===== src/rtl/tws_pkg.sv =====
package tws_pkg;
  localparam int ADDR_W = 7;
  localparam logic [4:0] HS_PREFIX = 5'b00001;

  typedef enum logic [2:0] {
    ST_IDLE,
    ST_ADDR,
    ST_ADDR_ACK,
    ST_CONV,
    ST_TX,
    ST_MACK,
    ST_WAIT
  } link_state_t;
endpackage


===== src/rtl/tws_bus_sync.sv =====
module tws_bus_sync #(
  parameter int STAGES = 2
) (
  input  logic clk,
  input  logic rst_n,
  input  logic scl_i,
  input  logic sda_i,
  output logic sda_s,
  output logic scl_rise,
  output logic scl_fall,
  output logic start_det,
  output logic stop_det
);
  logic [STAGES-1:0] scl_q;
  logic [STAGES-1:0] sda_q;
  logic              scl_d;
  logic              sda_d;
  logic              scl_s;

  assign scl_s = scl_q[STAGES-1];
  assign sda_s = sda_q[STAGES-1];

  always_ff @(posedge clk or negedge rst_n) begin
    if (!rst_n) begin
      scl_q <= '1;
      sda_q <= '1;
      scl_d <= 1'b1;
      sda_d <= 1'b1;
    end else begin
      scl_q <= {scl_q[STAGES-2:0], scl_i};
      sda_q <= {sda_q[STAGES-2:0], sda_i};
      scl_d <= scl_s;
      sda_d <= sda_s;
    end
  end

  assign scl_rise  = scl_s & ~scl_d;
  assign scl_fall  = ~scl_s & scl_d;
  assign start_det = scl_s & scl_d & sda_d & ~sda_s;
  assign stop_det  = scl_s & scl_d & ~sda_d & sda_s;
endmodule


===== src/rtl/tws_conv_timer.sv =====
module tws_conv_timer #(
  parameter int TIMEOUT_CYC = 4096
) (
  input  logic clk,
  input  logic rst_n,
  input  logic run,
  output logic expired
);
  localparam int TW = $clog2(TIMEOUT_CYC + 1);
  localparam logic [TW-1:0] LIMIT = TW'(TIMEOUT_CYC - 1);

  logic [TW-1:0] cnt_q;
  logic [TW-1:0] cnt_d;
  logic          cnt_en;

  assign cnt_en  = run & (cnt_q != LIMIT);
  assign expired = run & (cnt_q == LIMIT);

  always_comb begin
    cnt_d = cnt_q;
    if (!run)        cnt_d = '0;
    else if (cnt_en) cnt_d = cnt_q + 1'b1;
  end

  always_ff @(posedge clk or negedge rst_n) begin
    if (!rst_n) cnt_q <= '0;
    else        cnt_q <= cnt_d;
  end
endmodule


===== src/rtl/tws_link_fsm.sv =====
module tws_link_fsm
  import tws_pkg::*;
#(
  parameter logic [ADDR_W-1:0] DEV_ADDR = 7'h34,
  parameter int DATA_W = 16
) (
  input  logic              clk,
  input  logic              rst_n,
  input  logic              sda_s,
  input  logic              scl_rise,
  input  logic              scl_fall,
  input  logic              start_det,
  input  logic              stop_det,
  input  logic              int_ref_i,
  input  logic              conv_done,
  input  logic [DATA_W-1:0] conv_data,
  input  logic              tmo_expired,
  output logic              in_conv,
  output logic              scl_pull,
  output logic              sda_pull,
  output logic              conv_start,
  output logic              pwr_up,
  output logic              ref_off,
  output logic              hs_mode,
  output logic              timeout_err
);
  localparam int NBYTES = DATA_W / 8;
  localparam int BW = (NBYTES > 1) ? $clog2(NBYTES) : 1;
  localparam logic [BW-1:0] LAST_BYTE = BW'(NBYTES - 1);

  link_state_t       st_q, st_d;
  logic [3:0]        bit_q, bit_d;
  logic [7:0]        rx_q, rx_d;
  logic [DATA_W-1:0] tx_q, tx_d;
  logic [BW-1:0]     byte_q, byte_d;
  logic              nack_q, nack_d;
  logic              sda_q, sda_d;
  logic              scl_q, scl_d;
  logic              cs_q, cs_d;
  logic              pwr_q, pwr_d;
  logic              ref_q, ref_d;
  logic              hs_q, hs_d;
  logic              err_q, err_d;

  always_comb begin
    st_d   = st_q;
    bit_d  = bit_q;
    rx_d   = rx_q;
    tx_d   = tx_q;
    byte_d = byte_q;
    nack_d = nack_q;
    sda_d  = sda_q;
    scl_d  = scl_q;
    cs_d   = 1'b0;
    pwr_d  = pwr_q;
    ref_d  = ref_q;
    hs_d   = hs_q;
    err_d  = err_q;

    if (conv_done) pwr_d = 1'b0;

    if (stop_det) begin
      st_d  = ST_IDLE;
      sda_d = 1'b0;
      scl_d = 1'b0;
      hs_d  = 1'b0;
    end else if (start_det) begin
      st_d  = ST_ADDR;
      bit_d = '0;
      sda_d = 1'b0;
      scl_d = 1'b0;
      err_d = 1'b0;
    end else begin
      case (st_q)
        ST_ADDR: begin
          if (scl_rise && bit_q != 4'd8) begin
            rx_d  = {rx_q[6:0], sda_s};
            bit_d = bit_q + 4'd1;
          end else if (scl_fall && bit_q == 4'd8) begin
            if (rx_q[7:1] == DEV_ADDR) begin
              st_d  = ST_ADDR_ACK;
              sda_d = 1'b1;
              pwr_d = 1'b1;
              if (int_ref_i) ref_d = ~rx_q[0];
            end else begin
              st_d = ST_WAIT;
              if (rx_q[7:3] == HS_PREFIX) hs_d = 1'b1;
            end
          end
        end
        ST_ADDR_ACK: begin
          if (scl_fall) begin
            st_d  = ST_CONV;
            sda_d = 1'b0;
            scl_d = 1'b1;
            cs_d  = 1'b1;
          end
        end
        ST_CONV: begin
          if (conv_done) begin
            st_d   = ST_TX;
            tx_d   = conv_data;
            sda_d  = ~conv_data[DATA_W-1];
            scl_d  = 1'b0;
            bit_d  = '0;
            byte_d = '0;
          end else if (tmo_expired) begin
            st_d  = ST_WAIT;
            scl_d = 1'b0;
            pwr_d = 1'b0;
            err_d = 1'b1;
          end
        end
        ST_TX: begin
          if (scl_fall) begin
            if (bit_q == 4'd7) begin
              st_d  = ST_MACK;
              sda_d = 1'b0;
              bit_d = '0;
            end else begin
              bit_d = bit_q + 4'd1;
              tx_d  = {tx_q[DATA_W-2:0], 1'b0};
              sda_d = ~tx_q[DATA_W-2];
            end
          end
        end
        ST_MACK: begin
          if (scl_rise) begin
            nack_d = sda_s;
          end else if (scl_fall) begin
            if (nack_q) begin
              st_d = ST_WAIT;
            end else if (byte_q != LAST_BYTE) begin
              st_d   = ST_TX;
              byte_d = byte_q + 1'b1;
              tx_d   = {tx_q[DATA_W-2:0], 1'b0};
              sda_d  = ~tx_q[DATA_W-2];
              bit_d  = '0;
            end else begin
              st_d  = ST_CONV;
              scl_d = 1'b1;
              cs_d  = 1'b1;
              pwr_d = 1'b1;
            end
          end
        end
        default: ;
      endcase
    end
  end

  always_ff @(posedge clk or negedge rst_n) begin
    if (!rst_n) begin
      st_q   <= ST_IDLE;
      bit_q  <= '0;
      rx_q   <= '0;
      tx_q   <= '0;
      byte_q <= '0;
      nack_q <= 1'b0;
      sda_q  <= 1'b0;
      scl_q  <= 1'b0;
      cs_q   <= 1'b0;
      pwr_q  <= 1'b0;
      ref_q  <= 1'b0;
      hs_q   <= 1'b0;
      err_q  <= 1'b0;
    end else begin
      st_q   <= st_d;
      bit_q  <= bit_d;
      rx_q   <= rx_d;
      tx_q   <= tx_d;
      byte_q <= byte_d;
      nack_q <= nack_d;
      sda_q  <= sda_d;
      scl_q  <= scl_d;
      cs_q   <= cs_d;
      pwr_q  <= pwr_d;
      ref_q  <= ref_d;
      hs_q   <= hs_d;
      err_q  <= err_d;
    end
  end

  assign in_conv     = (st_q == ST_CONV);
  assign scl_pull    = scl_q;
  assign sda_pull    = sda_q;
  assign conv_start  = cs_q;
  assign pwr_up      = pwr_q;
  assign ref_off     = ref_q;
  assign hs_mode     = hs_q;
  assign timeout_err = err_q;
endmodule


===== src/rtl/adc_twowire_slave.sv =====
module adc_twowire_slave #(
  parameter logic [6:0] DEV_ADDR    = 7'h34,
  parameter int         DATA_W      = 16,
  parameter int         TIMEOUT_CYC = 4096,
  parameter int         SYNC_STAGES = 2
) (
  input  logic              clk,
  input  logic              rst_n,
  input  logic              scl_i,
  input  logic              sda_i,
  output logic              scl_pull,
  output logic              sda_pull,
  input  logic              int_ref_i,
  output logic              conv_start,
  input  logic              conv_done,
  input  logic [DATA_W-1:0] conv_data,
  output logic              pwr_up,
  output logic              ref_off,
  output logic              hs_mode,
  output logic              timeout_err
);
  logic [1:0] rst_sync_q;
  logic       rst_int_n;
  logic       sda_s;
  logic       scl_rise;
  logic       scl_fall;
  logic       start_det;
  logic       stop_det;
  logic       in_conv;
  logic       tmo_expired;

  always_ff @(posedge clk or negedge rst_n) begin
    if (!rst_n) rst_sync_q <= 2'b00;
    else        rst_sync_q <= {rst_sync_q[0], 1'b1};
  end
  assign rst_int_n = rst_sync_q[1];

  tws_bus_sync #(.STAGES(SYNC_STAGES)) u_sync (
    .clk       (clk),
    .rst_n     (rst_int_n),
    .scl_i     (scl_i),
    .sda_i     (sda_i),
    .sda_s     (sda_s),
    .scl_rise  (scl_rise),
    .scl_fall  (scl_fall),
    .start_det (start_det),
    .stop_det  (stop_det)
  );

  tws_conv_timer #(.TIMEOUT_CYC(TIMEOUT_CYC)) u_timer (
    .clk     (clk),
    .rst_n   (rst_int_n),
    .run     (in_conv),
    .expired (tmo_expired)
  );

  tws_link_fsm #(.DEV_ADDR(DEV_ADDR), .DATA_W(DATA_W)) u_fsm (
    .clk         (clk),
    .rst_n       (rst_int_n),
    .sda_s       (sda_s),
    .scl_rise    (scl_rise),
    .scl_fall    (scl_fall),
    .start_det   (start_det),
    .stop_det    (stop_det),
    .int_ref_i   (int_ref_i),
    .conv_done   (conv_done),
    .conv_data   (conv_data),
    .tmo_expired (tmo_expired),
    .in_conv     (in_conv),
    .scl_pull    (scl_pull),
    .sda_pull    (sda_pull),
    .conv_start  (conv_start),
    .pwr_up      (pwr_up),
    .ref_off     (ref_off),
    .hs_mode     (hs_mode),
    .timeout_err (timeout_err)
  );
endmodule


===== config.mk =====
export PLATFORM = sky130hd
export DESIGN_NAME = adc_twowire_slave
export DESIGN_NICKNAME = d
export VERILOG_FILES = /design/src/rtl/tws_pkg.sv /design/src/rtl/tws_bus_sync.sv /design/src/rtl/tws_conv_timer.sv /design/src/rtl/tws_link_fsm.sv /design/src/rtl/adc_twowire_slave.sv
export SDC_FILE = /design/constraint.sdc
export NUM_CORES = 1
export LEC_CHECK = 0
export ABC_AREA = 1
export BUFFER_PORTS_ARGS = -buffer_cell sky130_fd_sc_hd__buf_2
export CAP_MARGIN = 30
export CORE_UTILIZATION = 48
export CTS_CLUSTER_DIAMETER = 30
export DETAILED_ROUTE_END_ITERATION = 8
export HOLD_SLACK_MARGIN = 0.02
export PLACE_DENSITY = 0.64
export SLEW_MARGIN = 20
export SYNTH_ARGS = -nofsm -noshare
export SYNTH_HDL_FRONTEND = slang
export SYNTH_HIERARCHICAL = 1
export SYNTH_SLANG_ARGS = --single-unit

===== constraint.sdc =====
create_clock -name clk -period 2.7 [get_ports clk]
set_clock_uncertainty 0.2 [all_clocks]
set_input_delay 0.54 -clock clk [delete_from_list [all_inputs] [get_ports clk]]
set_output_delay 0.54 -clock clk [all_outputs]
set_load 0.01 [all_outputs]

==> out/metrics.sh, run 1 <==
WORST_SETUP_START_KIND='flip-flop'
WORST-R2R-SETUP-SLACK_NS=0.40
POSTSYNTHCELLCOUNT=455
POSTSYNTHREGISTERBITS=60
CLOCK-ROOT-BUFFER='sky130_fd_sc_hd__clkbuf_8'
CRITPATHKIND='reg2reg'
SYNTH.TOP_CELL.AREA_SHARE_PCT=39.3
CPMOSTUSEDCELL='sky130_fd_sc_hd__nand2_1'
NNETSFINAL=516
CTS_MADE_BUFFERS=9
CTS-HTREE-LEVELS=3
COUNT_OF_MAX_CAP_CONSTRAINT_VIOLATIONS=0
EFFECTIVE_UTILIZATION_AT_FLOORPLAN_PCT=50.0
CRIT_PATH_CELL_TRACE='nand2_1 > nor2_1 > inv_2 > nand2_4 > inv_2 > nand2_1 > nand2_1 > nor2_1 > nand2_1 > nand2_1 > o21ai_1'
BUFFERS_AND_INVERTERS_ON_THE_WORST_PATH=2
FINAL_LAYOUT_SIZE_SUFFIX_GT1_SHARE_PCT=18.8
CP.REQUIRED_NS=2.73
DIE_W_UM=86.6
HIGHEST_DELAY_CELL_ALONG_THE_CRITICAL_PATH='sky130_fd_sc_hd__dfstp_2'
TIMING.SLEW.HEADROOM_PCT=55.0
SYNTH_TOP_AREA_CELL='sky130_fd_sc_hd__dfrtp_1'
MAX_STAGE_DELAY_NS=0.57
TIMING.CRITICAL_PATH.FANOUT_MAX=9
FINALHOLDVIOLCOUNT=0
DRT-PASS1-ITER-COUNT=4
GRT_MAX_DEGREE=33
LEAKAGE_nW=2.10
CLK_LATENCY_NS=0.35
YS.WARNINGS.COUNT=6
GRT_FIRST_PASS_WIRELENGTH_UM=13700
CRITPATHARRIVALTIME_NS=2.33
POST-ROUTE-DRC-COUNT=0
PORT_BUFFERS=28
CELLPOWERDENSITY_mW_PER_MM2=938
POSTSYNTHNETCOUNT=480
PRE_CTS_WS_NS=0.450
GP_CONGESTION=0.936
IRDROPWORSTVDD_V=0.000541
POST_CTS_RESIZE_COUNT=0
TRACK_USAGE_PCT=23.9
PLACEDCELLCOUNT=575
PINS_OVER_SLEW_LIMIT=0
RUN_STATUS='finished, final reports clean'
TIMING.CRITICAL_PATH.MAX_DELAY_FAMILY='simple AND/OR/NAND/NOR gates'
VIA_PER_INST=5.05
WORST_PIN_SLEW_NS=0.675
AVGSYNTHCELLAREA_UM2=7.55
POST-ROUTE-PERIOD-UTIL_PCT=85.1
FILL_CELLS=661
GRT_OVERFLOW_TOTAL=0
STD_CELL_ROWS=30
HOLD_PATH.CLASS='in2reg'
CRITICAL_PATH_DEPTH=11
DIE_HEIGHT_UM=86.6
ANTENNA_FOUND_INITIAL=0
POSTROUTEWIRELENGTH_UM=7660
YOSYS-TOP-CELLS-AREA='sky130_fd_sc_hd__dfrtp_1 39%, sky130_fd_sc_hd__nand2_1 18%, sky130_fd_sc_hd__nand3_1 7.7%'
WORST_PATH_SETUP_SLACK_AFTER_ROUTING_NS=0.403
FF2FF_PATH_DEPTH=11
ROUTED-VIA-COUNT=2991
PLACEABLECOREAREA_MM2=0.00687
DRT-INITIAL-DRC-COUNT=205
POSTCTSSETUPBUFFERS=0
INSTANCES_NO_FILL=592
CLOCK_TREE.BUFFER_DEPTH=2
FINAL.SETUP.TNS_NS=0
FIRST_GLOBAL_VIAS=2916
TRITONCTS_CLOCK_TREE='built'
YOSYSSEQAREASHARE_PCT=43.9
WORST_HOLD_PATH.NUM_CELLS=1
AVGROUTEDWIREPERCELL_UM=12.9
DP.FINAL_HPWL_UM=5580
FINALCOREUTILIZATION_PCT=56.7
AREA_GROWTH_SYN_TO_LAYOUT_PCT=13.3
SYNTH.CELL_AREA_MM2=0.00343
IO_PINS=29
FINAL_ANTENNA_NET_COUNT=0
LAYOUT_MIN_CYCLE_TIME_NS=2.30
CLK_PIN_SLEW_WORST_PATHS_NS=0.07
FMAXACHIEVABLE_MHz=435
GRT_SETUP_UNREPAIRED='false'
YOSYSUNIQUECELLTYPES=41
ENDPOINT_KIND='flip-flop'
REPORT.FINAL.SETUP_VIOL=0
CLKSINKCOUNT=60
DIE_AREA_MM2=0.00750
INSERTEDDIODECOUNT=0
CTS_HOLD_BUF=1
==> registers in the layout (all words and copies together) (netlist names) <==
name,count
u_fsm/rx_q,8
u_fsm/conv_start,1
u_timer/cnt_q,13
u_fsm/nack_q,1
u_fsm/pwr_up,1
u_fsm/sda_pull,1
u_fsm/timeout_err,1
u_fsm/ref_off,1
rst_sync_q,2
u_sync/scl_q,2
u_fsm/tx_q,15
u_fsm/bit_q,4
u_sync/sda_d,1
u_sync/scl_d,1
u_fsm/byte_q,1
u_fsm/hs_mode,1
u_fsm/scl_pull,1
u_sync/sda_q,2
u_fsm/st_q,3
==> metrics by stage <==
| stage | hold WS (ns) | instance area (µm²) | power (W) |
|---|---|---|---|
| 2_1_floorplan | 0.0444 | 3430 | 0.00251 |
| 3_3_place_gp | 0.124 | 3680 | 0.00279 |
| 3_5_place_dp | 0.126 | 3680 | 0.00282 |
| 4_1_cts | 0.0754 | 3890 | 0.00368 |
| 5_1_grt | 0.0678 | 3890 | 0.00400 |
| 6_report | 0.0950 | 3890 | 0.00365 |
==> cell usage in the layout (no fill, tap or decap), types with 3 or more instances in the layout <==
cell type	instances
sky130_fd_sc_hd__nand2_2	5
sky130_fd_sc_hd__o21ai_0	10
sky130_fd_sc_hd__nor2_4	3
sky130_fd_sc_hd__nor2_1	42
sky130_fd_sc_hd__dfrtp_1	53
sky130_fd_sc_hd__inv_2	5
sky130_fd_sc_hd__mux2_1	4
sky130_fd_sc_hd__ha_1	3
sky130_fd_sc_hd__buf_4	6
sky130_fd_sc_hd__nand2_1	163
sky130_fd_sc_hd__dfstp_2	6
sky130_fd_sc_hd__nand4_1	10
sky130_fd_sc_hd__nand2_4	5
sky130_fd_sc_hd__nand3_2	3
sky130_fd_sc_hd__buf_2	28
sky130_fd_sc_hd__nand3_1	53
sky130_fd_sc_hd__nor2_2	6
sky130_fd_sc_hd__clkbuf_8	11
sky130_fd_sc_hd__nor3_1	9
sky130_fd_sc_hd__inv_1	33
sky130_fd_sc_hd__o21ai_1	5
sky130_fd_sc_hd__a21oi_1	4
==> per-layer routing <==
layer / wire (µm) / share of wire (%) / track usage (%)
met1: 3680 / 48 / 33.5
met2: 3440 / 45 / 36.9
met3: 416 / 5.4 / 4.95
met4: 131 / 1.7 / 8.18
met5: 0 / 0 / 0
==> final cells by class <==
type | count | area [µm²] | share of cell area [%]
repair buffers | 35 | 195 | 5.01
multi-input cells | 345 | 1710 | 43.9
clock buffers | 12 | 155 | 3.99
clock inverters | 4 | 48.8 | 1.25
well taps | 96 | 120 | 3.09
inverters | 40 | 155 | 3.99
flip-flops and latches | 60 | 1510 | 38.8
==> synthesized netlist by cell type <==
library cell               number
sky130_fd_sc_hd__a21o_1         2
sky130_fd_sc_hd__a21oi_1        4
sky130_fd_sc_hd__buf_2          5
sky130_fd_sc_hd__buf_4          3
sky130_fd_sc_hd__buf_6          1
sky130_fd_sc_hd__clkbuf_1       1
sky130_fd_sc_hd__clkinv_1       1
sky130_fd_sc_hd__conb_1         1
sky130_fd_sc_hd__dfrtp_1       54
sky130_fd_sc_hd__dfstp_2        6
sky130_fd_sc_hd__ha_1           3
sky130_fd_sc_hd__inv_1         33
sky130_fd_sc_hd__inv_2          5
sky130_fd_sc_hd__inv_6          1
sky130_fd_sc_hd__mux2_1         4
sky130_fd_sc_hd__mux2_2         1
sky130_fd_sc_hd__nand2_1      163
sky130_fd_sc_hd__nand2_2        5
sky130_fd_sc_hd__nand2_4        5
sky130_fd_sc_hd__nand3_1       53
sky130_fd_sc_hd__nand3_2        3
sky130_fd_sc_hd__nand3_4        2
sky130_fd_sc_hd__nand3b_1       1
sky130_fd_sc_hd__nand4_1       10
sky130_fd_sc_hd__nor2_1        42
sky130_fd_sc_hd__nor2_2         6
sky130_fd_sc_hd__nor2_4         3
sky130_fd_sc_hd__nor3_1         9
sky130_fd_sc_hd__nor3_4         2
sky130_fd_sc_hd__nor3b_2        1
sky130_fd_sc_hd__nor4_1         1
sky130_fd_sc_hd__o211ai_1       1
sky130_fd_sc_hd__o21ai_0       10
sky130_fd_sc_hd__o21ai_1        5
sky130_fd_sc_hd__o21ai_2        1
sky130_fd_sc_hd__o21ai_4        1
sky130_fd_sc_hd__or2_0          2
sky130_fd_sc_hd__or2_1          1
sky130_fd_sc_hd__or2_2          1
sky130_fd_sc_hd__xnor2_1        1
sky130_fd_sc_hd__xor2_1         1
==> final timing paths <==
path                                           start                        end
setup / recovery           u_sync/scl_q[1]$_DFF_PN1_  u_fsm/st_q[2]$_DFFE_PN0P_
hold / removal                                 sda_i  u_sync/sda_q[0]$_DFF_PN1_
setup reg to reg           u_sync/scl_q[1]$_DFF_PN1_  u_fsm/st_q[2]$_DFFE_PN0P_
hold reg to reg              rst_sync_q[1]$_DFF_PN0_  u_fsm/tx_q[7]$_DFFE_PN0P_
max in group asynchronous    rst_sync_q[1]$_DFF_PN0_     u_fsm/pwr_up$_DFF_PN0_
min in group asynchronous    rst_sync_q[1]$_DFF_PN0_  u_fsm/tx_q[7]$_DFFE_PN0P_
==> power breakdown <==
part	switching, W	leakage, nW	internal, W
logic	0.000964	1.22	0.000493
clock network	0.000364	0.106	0.000475
registers	0.000220	0.773	0.00114
total	0.00155	2.10	0.00210
==> logic make-up (layout without fill, tap and decap cells) <==
group | Yosys count | after routing | share of synthesized area (%)
fa+ha+maj | 3 | 3 | 1.09
buf+inv | 50 | 91 | 6.34
mux | 5 | 5 | 1.64
simple gates | 310 | 310 | 42.2
other cells | 1 | 1 | 0.109
xor+xnor | 2 | 2 | 0.510
compound gates | 24 | 24 | 4.15
flops | 60 | 60 | 43.9
Note: power is estimated with default switching activity, not from simulation.
==> inputs of run 2 (changes only) <==
--- a/config.mk
+++ b/config.mk
@@ -5,14 +5,13 @@
 export SDC_FILE = /design/constraint.sdc
 export NUM_CORES = 1
 export LEC_CHECK = 0
-export ABC_AREA = 1
 export BUFFER_PORTS_ARGS = -buffer_cell sky130_fd_sc_hd__buf_2
 export CAP_MARGIN = 30
 export CORE_UTILIZATION = 48
 export CTS_CLUSTER_DIAMETER = 30
 export DETAILED_ROUTE_END_ITERATION = 8
 export HOLD_SLACK_MARGIN = 0.02
-export PLACE_DENSITY = 0.64
+export PLACE_DENSITY = 0.65
 export SLEW_MARGIN = 20
 export SYNTH_ARGS = -nofsm -noshare
 export SYNTH_HDL_FRONTEND = slang
==> run 2 against run 1 <==
Against the previous run:
- sequential power is essentially flat
- first-iteration DRC count shrank 32%
- combinational power is essentially flat
- cell area shrank 4.2%
- synthesized cell count shrank 32%
- sequential share of layout area grew 1.7 points
- register-to-register slack lost 0.099 ns
- global-route usage shrank 2.5 points
- setup slack lost 0.099 ns
- die area shrank 6.4%
- sequential cell count is the same
- clock-buffer cell count grew 1
- critical path type unchanged
==> out/metrics.sh, run 2 <==
RUN_STATUS='finished, final reports clean'
YOSYS-TOP-CELLS-AREA='sky130_fd_sc_hd__dfrtp_1 42%, sky130_fd_sc_hd__nand2_1 6.5%, sky130_fd_sc_hd__dfstp_2 4.9%'
GRT_MAX_DEGREE=36
MAX_STAGE_DELAY_NS=0.38
DIE_AREA_MM2=0.00702
YS.WARNINGS.COUNT=6
DRT-PASS1-ITER-COUNT=4
LARGEST_REG_FLOPS=15
TIMING.CRITICAL_PATH.FANOUT_MAX=4
GRT_SETUP_UNREPAIRED='false'
FIRST_GLOBAL_VIAS=2562
POSTROUTEWIRELENGTH_UM=6830
CLOCK_TREE.BUFFER_DEPTH=2
LAYOUT_MIN_CYCLE_TIME_NS=2.40
TIMING.SLEW.HEADROOM_PCT=61.6
IRDROPWORSTVDD_V=0.000601
TRACK_USAGE_PCT=21.4
DIE_HEIGHT_UM=83.8
REPORT.FINAL.SETUP_VIOL=0
SYNTH.TOP_CELL.AREA_SHARE_PCT=42.1
SYNTH_EDF_COUNT=0
FINAL_LAYOUT_SIZE_SUFFIX_GT1_SHARE_PCT=28.4
DP.FINAL_HPWL_UM=4740
CLK_PIN_SLEW_WORST_PATHS_NS=0.07
AVGROUTEDWIREPERCELL_UM=15.7
CLKSINKCOUNT=60
CLK_LATENCY_NS=0.35
GRT_FIRST_PASS_WIRELENGTH_UM=12000
POSTSYNTH.TOPFLOPCELL='sky130_fd_sc_hd__dfrtp_1'
PORT_BUFFERS=28
CELLPOWERDENSITY_mW_PER_MM2=971
ANTENNA_FOUND_INITIAL=0
FINALHOLDVIOLCOUNT=0
SYNTH.CELL_AREA_MM2=0.00321
FINAL.SETUP.TNS_NS=0
VIA_PER_INST=5.77
TRITONCTS_CLOCK_TREE='built'
POST-ROUTE-DRC-COUNT=0
CRITPATHKIND='reg2reg'
YOSYSUNIQUECELLTYPES=68
CTS_MADE_BUFFERS=9
FINALCOREUTILIZATION_PCT=58.4
ROUTED-VIA-COUNT=2515
LAYOUT.CELLS.MOST_COMMON='sky130_fd_sc_hd__nand2_1'
CP.REQUIRED_NS=2.73
FMAXACHIEVABLE_MHz=417
POST_CTS_RESIZE_COUNT=0
CRITPATHARRIVALTIME_NS=2.42
EFFECTIVE_UTILIZATION_AT_FLOORPLAN_PCT=50.3
DRT-INITIAL-DRC-COUNT=139
CTS-HTREE-LEVELS=3
PINS_OVER_SLEW_LIMIT=0
GP_CONGESTION=0.867
HOLD_PATH.CLASS='reg2async'
IO_PINS=29
WORST_SETUP_START_KIND='flip-flop'
COUNT_OF_MAX_CAP_CONSTRAINT_VIOLATIONS=0
REG_TOP3='u_fsm/tx_q x15, u_timer/cnt_q x13, u_fsm/rx_q x8'
LARGEST-REGISTER='u_fsm/tx_q'
SYNTHMOSTINSTANTIATEDCELL='sky130_fd_sc_hd__nand2_1'
POST-ROUTE-PERIOD-UTIL_PCT=88.7
CLOCK-ROOT-BUFFER='sky130_fd_sc_hd__clkbuf_8'
NNETSFINAL=379
ENDPOINT_KIND='flip-flop'
LEAKAGE_nW=1.75
SYNTH_TOP_CELLS_BY_COUNT='56 x sky130_fd_sc_hd__nand2_1, 54 x sky130_fd_sc_hd__dfrtp_1, 16 x sky130_fd_sc_hd__nor2_1'
STD_CELL_ROWS=29
YOSYSSEQAREASHARE_PCT=47.0
GRT_OVERFLOW_TOTAL=0
HIGHEST_DELAY_CELL_ALONG_THE_CRITICAL_PATH='sky130_fd_sc_hd__dfrtp_1'
SYNTH_TOP_AREA_CELL='sky130_fd_sc_hd__dfrtp_1'
LAYOUT.CELLS.MOST_COMMON_LIST='56 x sky130_fd_sc_hd__nand2_1, 53 x sky130_fd_sc_hd__dfrtp_1, 28 x sky130_fd_sc_hd__buf_2, 17 x sky130_fd_sc_hd__buf_4, 16 x sky130_fd_sc_hd__nor2_1'
AREA_GROWTH_SYN_TO_LAYOUT_PCT=16.2
PLACEABLECOREAREA_MM2=0.00639
CRIT_PATH_CELL_TRACE='ha_1 > nand4_1 > nor4_4 > and2_1 > nor2_1 > a32oi_1 > a31oi_1 > a2111oi_0'
FINAL_ANTENNA_NET_COUNT=0
POSTSYNTHCELLCOUNT=310
SYNTH_ASYNC_SR_FLOP_SHARE_PCT=100
WORST_PIN_SLEW_NS=0.575
POSTSYNTHNETCOUNT=335
POSTSYNTHREGISTERBITS=60
AVGSYNTHCELLAREA_UM2=10.4
INSERTEDDIODECOUNT=0
DIE_W_UM=83.8
## run 2: changes by cell type in the layout (fill, tap and decap cells not counted), moves of 5 or more
| cell | before | now |
|---|---|---|
| sky130_fd_sc_hd__nand2b_1 | 0 | 8 |
| sky130_fd_sc_hd__nand2_2 | 5 | 0 |
| sky130_fd_sc_hd__nand4_1 | 10 | 3 |
| sky130_fd_sc_hd__nand2_1 | 163 | 56 |
| sky130_fd_sc_hd__nor2_1 | 42 | 16 |
| sky130_fd_sc_hd__mux2_2 | 1 | 14 |
| sky130_fd_sc_hd__inv_1 | 33 | 12 |
| sky130_fd_sc_hd__a31oi_1 | 0 | 7 |
| sky130_fd_sc_hd__buf_4 | 6 | 17 |
| sky130_fd_sc_hd__nand3_1 | 53 | 4 |
| sky130_fd_sc_hd__mux2_4 | 0 | 8 |
| sky130_fd_sc_hd__inv_2 | 5 | 0 |
| sky130_fd_sc_hd__mux2i_1 | 0 | 8 |
| sky130_fd_sc_hd__nand2_4 | 5 | 0 |
## run 2: area by class of cell
class                           instances  area, µm²
Clock inverter                          3       45.0
Inverter                               12       45.0
Timing Repair Buffer                   47        298
Sequential cell                        60       1510
Multi-Input combinational cell        224       1570
Tap cell                               77       96.3
Clock buffer                           13        169
Fill cell                             551       2660
## run 2: logic make-up (layout without fill, tap and decap cells)
| kind of cell | count (synthesis) | count (layout) | share of synthesized area (%) |
|---|---|---|---|
| AOI/OAI and AO/OA | 66 | 66 | 15.9 |
| xor gates and xnor gates | 2 | 2 | 0.546 |
| adders and majority gates | 3 | 3 | 1.17 |
| buffers and inverters | 26 | 75 | 4.21 |
| DFF | 60 | 60 | 47.0 |
| muxes | 31 | 31 | 11.5 |
| other | 1 | 1 | 0.117 |
| and+or+nand+nor | 121 | 121 | 19.5 |
## run 2: metrics by stage
step	std cells	power (W)	setup WS (ns)	instance area (µm²)	hold slack (ns)
after detailed placement	417	0.00276	0.237	3490	0.0986
after global placement	417	0.00272	0.294	3490	0.0846
after floorplan	310	0.00245	0.190	3210	0.0444
after global routing	436	0.00387	0.0925	3730	0.0773
final	436	0.00362	0.304	3730	0.0668
after CTS	434	0.00365	0.217	3710	0.0707
## run 2: worst max-delay path, delay by kind of cell, from the launching register on
kind	cells	cell delay [ns]
and+or+nand+nor	4	0.69
AOI/OAI and AO/OA	3	0.80
adders and majority gates	1	0.21
DFF	1	0.38
## run 2: repair_timing
item | CTS | global route
endpoints found under the hold margin | 2 | 0
setup buffers | 0 | 2
setup endpoints to repair | 0 | 2
hold buffers | 1 | 0
## run 2: per-layer routing
layer | up-vias | track usage, % | share of wire (%)
met5 | - | 0 | 0
met4 | 0 | 8.63 | 1.3
met3 | 9 | 5.64 | 4.0
met2 | 55 | 33.7 | 48
met1 | 1237 | 28.2 | 46
li1 | 1214 | - | -
## run 2: power breakdown
group          switching, W  leakage (nW)  total, W  internal [W]
registers          0.000188         0.753   0.00133       0.00114
clock network      0.000361         0.102  0.000863      0.000502
logic              0.000744         0.897   0.00143      0.000685
## run 2: path summary, 6_finish.rpt
path                                         startpoint                        end  slack, ns  depth (start not counted)
max                        u_timer/cnt_q[0]$_DFFE_PN0P_  u_fsm/st_q[2]$_DFFE_PN0P_       0.30                          8
min                             rst_sync_q[1]$_DFF_PN0_  u_fsm/hs_mode$_DFFE_PN0P_       0.07                          0
max reg2reg                u_timer/cnt_q[0]$_DFFE_PN0P_  u_fsm/st_q[2]$_DFFE_PN0P_       0.30                          8
min reg2reg                     rst_sync_q[1]$_DFF_PN0_  u_fsm/hs_mode$_DFFE_PN0P_       0.07                          0
max in group asynchronous       rst_sync_q[1]$_DFF_PN0_     u_sync/sda_d$_DFF_PN1_       1.58                          1
min in group clk                                  scl_i  u_sync/scl_q[0]$_DFF_PN1_       0.09                          1
